==> src/rtl/tone_seq_pkg.sv <==
package tone_seq_pkg;

  localparam int NOTES_PER_OCTAVE = 7;
  localparam int SETPOINT_W       = 32;

  // base pitch of scale degree n (0..6) in the lowest octave, in Hz
  function automatic int degree_hz(input int n);
    case (n)
      0:       return 131;
      1:       return 147;
      2:       return 165;
      3:       return 175;
      4:       return 196;
      5:       return 220;
      default: return 247;
    endcase
  endfunction

  // pitch of table entry i: degree times a power of two for the octave
  function automatic int entry_hz(input int i);
    return degree_hz(i % NOTES_PER_OCTAVE) << (i / NOTES_PER_OCTAVE);
  endfunction

  // reload count for table entry i at the given clock rate
  function automatic int entry_reload(input int clk_hz, input int i);
    return clk_hz / entry_hz(i) - 1;
  endfunction

endpackage

==> src/rtl/tone_dwell_timer.sv <==
module tone_dwell_timer #(
  parameter  int DWELL_CYCLES = 25_000_000,
  localparam int CNT_W        = $clog2(DWELL_CYCLES)
) (
  input  logic clk,
  input  logic rst_n,
  input  logic run,
  output logic adv_o
);

  localparam logic [CNT_W-1:0] LAST = CNT_W'(DWELL_CYCLES - 1);

  logic [CNT_W-1:0] cnt_q;
  logic             at_end;

  assign at_end = (cnt_q == LAST);
  assign adv_o  = run && at_end;

  always_ff @(posedge clk or negedge rst_n) begin
    if (!rst_n)               cnt_q <= '0;
    else if (!run || at_end)  cnt_q <= '0;
    else                      cnt_q <= cnt_q + 1'b1;
  end

  AST_DWELL_BOUND: assert property (@(posedge clk) disable iff (!rst_n)
    cnt_q <= LAST);
  AST_TIMER_IDLE_CLEAR: assert property (@(posedge clk) disable iff (!rst_n)
    !run |=> (cnt_q == '0));
  AST_ADV_SINGLE_PULSE: assert property (@(posedge clk) disable iff (!rst_n)
    adv_o |=> !adv_o);
  AST_ADV_RESTARTS_COUNT: assert property (@(posedge clk) disable iff (!rst_n)
    adv_o |=> (cnt_q == '0));

endmodule

==> src/rtl/tone_note_stepper.sv <==
module tone_note_stepper #(
  parameter  int NUM_NOTES = 21,
  localparam int IDX_W     = $clog2(NUM_NOTES)
) (
  input  logic             clk,
  input  logic             rst_n,
  input  logic             run,
  input  logic             adv,
  output logic [IDX_W-1:0] idx_o,
  output logic [IDX_W-1:0] idx_next_o
);

  localparam logic [IDX_W-1:0] TOP = IDX_W'(NUM_NOTES - 1);

  logic [IDX_W-1:0] idx_q;

  assign idx_next_o = (idx_q == TOP) ? '0 : idx_q + 1'b1;
  assign idx_o      = idx_q;

  always_ff @(posedge clk or negedge rst_n) begin
    if (!rst_n)     idx_q <= '0;
    else if (!run)  idx_q <= '0;
    else if (adv)   idx_q <= idx_next_o;
  end

  AST_IDX_RANGE: assert property (@(posedge clk) disable iff (!rst_n)
    idx_q <= TOP);
  AST_IDX_WRAP: assert property (@(posedge clk) disable iff (!rst_n)
    (adv && idx_q == TOP) |=> (idx_q == '0));
  AST_IDX_STEP: assert property (@(posedge clk) disable iff (!rst_n)
    (adv && idx_q != TOP) |=> (idx_q == $past(idx_q) + 1'b1));
  AST_IDX_HOLD: assert property (@(posedge clk) disable iff (!rst_n)
    (run && !adv) |=> $stable(idx_q));
  AST_IDX_IDLE: assert property (@(posedge clk) disable iff (!rst_n)
    !run |=> (idx_q == '0));

endmodule

==> src/rtl/tone_period_table.sv <==
module tone_period_table
  import tone_seq_pkg::*;
#(
  parameter  int CLK_HZ    = 50_000_000,
  parameter  int NUM_NOTES = 21,
  localparam int IDX_W     = $clog2(NUM_NOTES)
) (
  input  logic [IDX_W-1:0]      idx,
  output logic [SETPOINT_W-1:0] reload_o
);

  logic [SETPOINT_W-1:0] entries [NUM_NOTES];

  for (genvar g = 0; g < NUM_NOTES; g++) begin : g_entry
    assign entries[g] = SETPOINT_W'(entry_reload(CLK_HZ, g));
  end

  always_comb begin
    reload_o = entries[0];
    for (int i = 0; i < NUM_NOTES; i++) begin
      if (idx == IDX_W'(i)) reload_o = entries[i];
    end
  end

endmodule

==> src/rtl/tone_pwm_setpoint.sv <==
module tone_pwm_setpoint
  import tone_seq_pkg::*;
#(
  parameter int CLK_HZ = 50_000_000
) (
  input  logic                  clk,
  input  logic                  rst_n,
  input  logic                  run,
  input  logic                  adv,
  input  logic [SETPOINT_W-1:0] next_reload,
  output logic [SETPOINT_W-1:0] reload_o,
  output logic [SETPOINT_W-1:0] compare_o,
  output logic                  en_o
);

  localparam logic [SETPOINT_W-1:0] FIRST_RELOAD = SETPOINT_W'(entry_reload(CLK_HZ, 0));

  logic [SETPOINT_W-1:0] reload_q;
  logic [SETPOINT_W-1:0] compare_q;
  logic                  en_q;
  logic                  load;

  // idle loads the first entry; a dwell end loads the upcoming one
  assign load = !run || adv;

  always_ff @(posedge clk or negedge rst_n) begin
    if (!rst_n) begin
      reload_q  <= FIRST_RELOAD;
      compare_q <= FIRST_RELOAD >> 1;
      en_q      <= 1'b0;
    end else begin
      en_q <= run;
      if (load) begin
        reload_q  <= next_reload;
        compare_q <= next_reload >> 1;
      end
    end
  end

  assign reload_o  = reload_q;
  assign compare_o = compare_q;
  assign en_o      = en_q;

  AST_SETPOINT_HOLD: assert property (@(posedge clk) disable iff (!rst_n)
    (run && !adv) |=> ($stable(reload_q) && $stable(compare_q)));
  AST_EN_RISE: assert property (@(posedge clk) disable iff (!rst_n)
    run |=> en_q);
  AST_EN_FALL: assert property (@(posedge clk) disable iff (!rst_n)
    !run |=> !en_q);
  AST_IDLE_FIRST_NOTE: assert property (@(posedge clk) disable iff (!rst_n)
    !run |=> (reload_q == FIRST_RELOAD));

endmodule

==> src/rtl/tone_sequencer.sv <==
module tone_sequencer
  import tone_seq_pkg::*;
#(
  parameter  int CLK_HZ       = 50_000_000,
  parameter  int DWELL_CYCLES = 25_000_000,
  parameter  int NUM_OCTAVES  = 3,
  localparam int NUM_NOTES    = NOTES_PER_OCTAVE * NUM_OCTAVES,
  localparam int IDX_W        = $clog2(NUM_NOTES)
) (
  input  logic             clk,
  input  logic             rst_n,
  input  logic             play_en,
  output logic [31:0]      pwm_reload_o,
  output logic [31:0]      pwm_compare_o,
  output logic             pwm_en_o,
  output logic [IDX_W-1:0] note_idx_o
);

  logic                  adv;
  logic [IDX_W-1:0]      idx_cur;
  logic [IDX_W-1:0]      idx_next;
  logic [IDX_W-1:0]      lookup_idx;
  logic [SETPOINT_W-1:0] lookup_reload;

  tone_dwell_timer #(.DWELL_CYCLES(DWELL_CYCLES)) u_timer (
    .clk   (clk),
    .rst_n (rst_n),
    .run   (play_en),
    .adv_o (adv)
  );

  tone_note_stepper #(.NUM_NOTES(NUM_NOTES)) u_stepper (
    .clk        (clk),
    .rst_n      (rst_n),
    .run        (play_en),
    .adv        (adv),
    .idx_o      (idx_cur),
    .idx_next_o (idx_next)
  );

  // while idle the table is pointed at the first entry
  assign lookup_idx = play_en ? idx_next : '0;

  tone_period_table #(.CLK_HZ(CLK_HZ), .NUM_NOTES(NUM_NOTES)) u_table (
    .idx      (lookup_idx),
    .reload_o (lookup_reload)
  );

  tone_pwm_setpoint #(.CLK_HZ(CLK_HZ)) u_setpoint (
    .clk         (clk),
    .rst_n       (rst_n),
    .run         (play_en),
    .adv         (adv),
    .next_reload (lookup_reload),
    .reload_o    (pwm_reload_o),
    .compare_o   (pwm_compare_o),
    .en_o        (pwm_en_o)
  );

  assign note_idx_o = idx_cur;

  AST_HALF_DUTY: assert property (@(posedge clk) disable iff (!rst_n)
    pwm_compare_o == (pwm_reload_o >> 1));
  AST_NO_DC_LEVEL: assert property (@(posedge clk) disable iff (!rst_n)
    pwm_en_o |-> (pwm_compare_o != 0 && pwm_compare_o < pwm_reload_o));
  AST_SETPOINT_WITH_INDEX: assert property (@(posedge clk) disable iff (!rst_n)
    (play_en && $changed(note_idx_o)) |-> $changed(pwm_reload_o));

endmodule

==> config.mk <==
export PLATFORM = sky130hd
export DESIGN_NAME = tone_sequencer
export DESIGN_NICKNAME = d
export VERILOG_FILES = /design/src/rtl/tone_seq_pkg.sv /design/src/rtl/tone_dwell_timer.sv /design/src/rtl/tone_note_stepper.sv /design/src/rtl/tone_period_table.sv /design/src/rtl/tone_pwm_setpoint.sv /design/src/rtl/tone_sequencer.sv
export SDC_FILE = /design/constraint.sdc
export NUM_CORES = 1
export LEC_CHECK = 0
export BUFFER_PORTS_ARGS = -buffer_cell sky130_fd_sc_hd__buf_2
export CORE_MARGIN = 4
export CORE_UTILIZATION = 57
export DETAILED_ROUTE_END_ITERATION = 10
export PLACE_DENSITY = 0.84
export SYNTH_ARGS = -nofsm -noshare
export SYNTH_HDL_FRONTEND = slang
export SYNTH_HIERARCHICAL = 1
export SYNTH_SLANG_ARGS = --single-unit
==> constraint.sdc <==
create_clock -name clk -period 2.7 [get_ports clk]
set_clock_uncertainty 0.15 [all_clocks]
set_input_delay 0.54 -clock clk [delete_from_list [all_inputs] [get_ports clk]]
set_output_delay 0.54 -clock clk [all_outputs]
set_load 0.1 [all_outputs]
==> impl_metrics.yaml <==
global_routing:
  grt_max_degree: 41
  grt_pass1_vias: 3017
  grt_pass1_wl_um: 14500
  grt_antenna_before_repair: 0
  grt_overflow_total: 0
  grt_usage_pct: 20.9
route:
  top_layer: "met4"
  totalWireLength_um: 8800
  wl_per_cell_um: 15.4
  met1_length_um: 3830
  dr_wl_met2_um: 4340
  detail-route-antenna-nets: 0
  drt_iter0_markers: 296
  vias_per_cell: 5.68
  drc: 0
  first_pass_iters: 5
  route.met3.wl_um: 523
  vias: 3251
timing:
  fin_crit_ns: 2.60
  tightest_slew_ns: 0.586
  finalSetupViolations: 0
  tns_ns: 0
  slew_violations: 0
  slew_headroom_pct: 61.0
  hold_viol: 0
  fmax_ghz: 0.385
  post-route-period-util_pct: 96.1
synthesis:
  yosysTopAreaCellShare_pct: 30.6
  synth_cell_types: 66
  synth_area_leader_cell: "dfrtp_1"
  syn_area_sq_um: 4170
  yosysMostFrequentCell: "dfrtp_1"
  synth_seq_cells: 63
  post_synth_inst_count: 422
  yosys-top-cells-area: "dfrtp_1 31%, mux2_4 11%, buf_4 8.8%"
  synth_edf_count: 0
  synth_ff_type: "dfrtp_1"
  synthArstFlopShare_pct: 100
  yosys-top-cells-count: "51 x dfrtp_1, 49 x buf_4, 31 x mux2_4"
  yosysWarningCount: 6
  syn_area_per_cell_sq_um: 9.89
  yosysSeqAreaShare_pct: 38.1
finish:
  synthToLayoutAreaGrowth_pct: 10.8
  stdcell_count: 572
  nets: 477
  final_area_sq_um: 4620
  diodes: 0
  drive_above_1_share_pct: 39.5
power:
  ir_worst_vdd_uv: 334
  powerDensity_nw_per_um2: 526
  power_w: 0.00243
  leakage_nw: 2.09
worst_setup_path:
  critical_path_buf_inv_count: 3
  crit_required_ns: 2.82
  cp-end-kind: "flip-flop"
  path_max_fanout: 25
  slowest_delay_ns: 0.52
  critPathTopFamily: "flip-flops"
  worst_ep_arrival_time_ns: 2.72
  crit_chain: "inv_4, ha_4, nand2_2, o21ba_1, mux2_4, and2_4, buf_12, nor2b_1, buf_4, a21oi_1, a21oi_1, mux2_4"
  worstSetupStartpointType: "flip-flop"
  reg2reg_depth: 12
  critPathSlowestCell: "dfrtp_4"
  critPathKind: "flip-flop to flip-flop"
  cp_num_cells: 12
die:
  die_w_um: 93.6
  ioPinCount: 73
  rows: 30
  die_area_sq_um: 8760
  core_sq_um: 6940
  fp.dieH_um: 93.6
  initial_core_util_pct: 60.1
place:
  place.gp.congestion: 0.953
  place_hpwl_um: 6230
  placed_area_sq_um: 4400
  dp.cells: 554
  io_buffers: 71
clock_network:
  cts_root_buf: "clkbuf_8"
  cts_buffers: 9
  cts_tree: "built"
  worstSkewPairLatency_ns: 0.34
  clockBufferDepth: 2
  path_clk_slew_ns: 0.07
  cts_hold_buf: 0
  clock_sinks: 63
  cts_max_level: 3
run_status:
  status: "finished clean"
run:
  cap_viol_max_count: 0
hold_path:
  hp-class: "input port to async pin"
## placed cells by master (no fill, tap or decap), types with 10 or more instances in the layout
master	n
dfstp_2	12
clkbuf_8	10
mux2_4	31
nor2_1	30
conb_1	14
buf_2	71
nand2_1	20
a21oi_1	28
dfrtp_1	46
o21ai_0	13
xnor2_1	10
buf_4	22
nand3_1	13
## what timing repair did
item,in CTS,in global routing
endpoints found under the setup margin,0,30
gates resized for setup,0,11
buffers inserted,0,2
## worst paths after layout
check,start,endpoint,slack (ns)
max,u_stepper/idx_o[0],u_setpoint/reload_o[6],0.10
min,rst_n,u_setpoint/reload_o[17],0.04
max reg2reg,u_stepper/idx_o[0],u_setpoint/reload_o[6],0.10
min reg2reg,u_timer/cnt_q[0],u_timer/cnt_q[0],0.33
max in group asynchronous,rst_n,u_setpoint/reload_o[14],1.69
min in group clk,play_en,u_setpoint/en_o,0.26
## flip-flops by register name, indices dropped and copies added, names as in the netlist
name	cells
u_setpoint/reload_o	32
u_timer/cnt_q	25
u_stepper/idx_o	5
u_setpoint/en_o	1
## worst reg2reg max path, cell delays in order, from the launching register on
cell and delay (ns):
dfrtp_4 0.52, inv_4 0.08, ha_4 0.14, nand2_2 0.06
o21ba_1 0.18, mux2_4 0.26, and2_4 0.18, buf_12 0.15
nor2b_1 0.15, buf_4 0.14, a21oi_1 0.19, a21oi_1 0.07
mux2_4 0.26
## area by class of cell
type	instances	area [sq um]
inverters	10	40.0
flip-flops and latches	63	1600
clock buffers	10	138
repair buffers	97	601
multi-input cells	290	2080
fillers	559	2320
well taps	96	120
clock inverters	6	43.8
## logic make-up after synthesis
| group | synth area share, % |
|---|---|
| and+or+nand+nor | 17.7 |
| AOI/OAI and AO/OA | 13.1 |
| buffers and inverters | 14.2 |
| DFF | 38.1 |
| muxes | 12.7 |
| xor gates and xnor gates | 3.15 |
| adders and majority gates | 0.899 |
| other | 0.180 |
## per-layer routing
metal  GRT usage, %  vias up
li1               -     1532
met1           27.1     1589
met2           34.2      117
met3           5.23       13
met4           7.22        0
met5              0        -
## where the power goes
part | total [W] | internal (W) | leakage [nW] | switching [W]
Combinational | 0.000671 | 0.000115 | 1.21 | 0.000556
Clock | 0.000753 | 0.000361 | 0.0926 | 0.000392
Sequential | 0.00101 | 0.000984 | 0.791 | 0.0000257
## stage by stage
| step | worst slack (ns) | utilization (%) | hold WS (ns) |
|---|---|---|---|
| floorplan | 0.00685 | - | 0.0944 |
| global placement | 0.120 | 63.3 | 0.317 |
| detailed placement | 0.0330 | 63.3 | 0.323 |
| CTS | 0.00707 | 65.9 | 0.0475 |
| global route | -0.00480 | 66.6 | 0.0760 |
| finish | 0.105 | 66.6 | 0.0438 |
No activity file was read; power rests on OpenSTA's default activity.
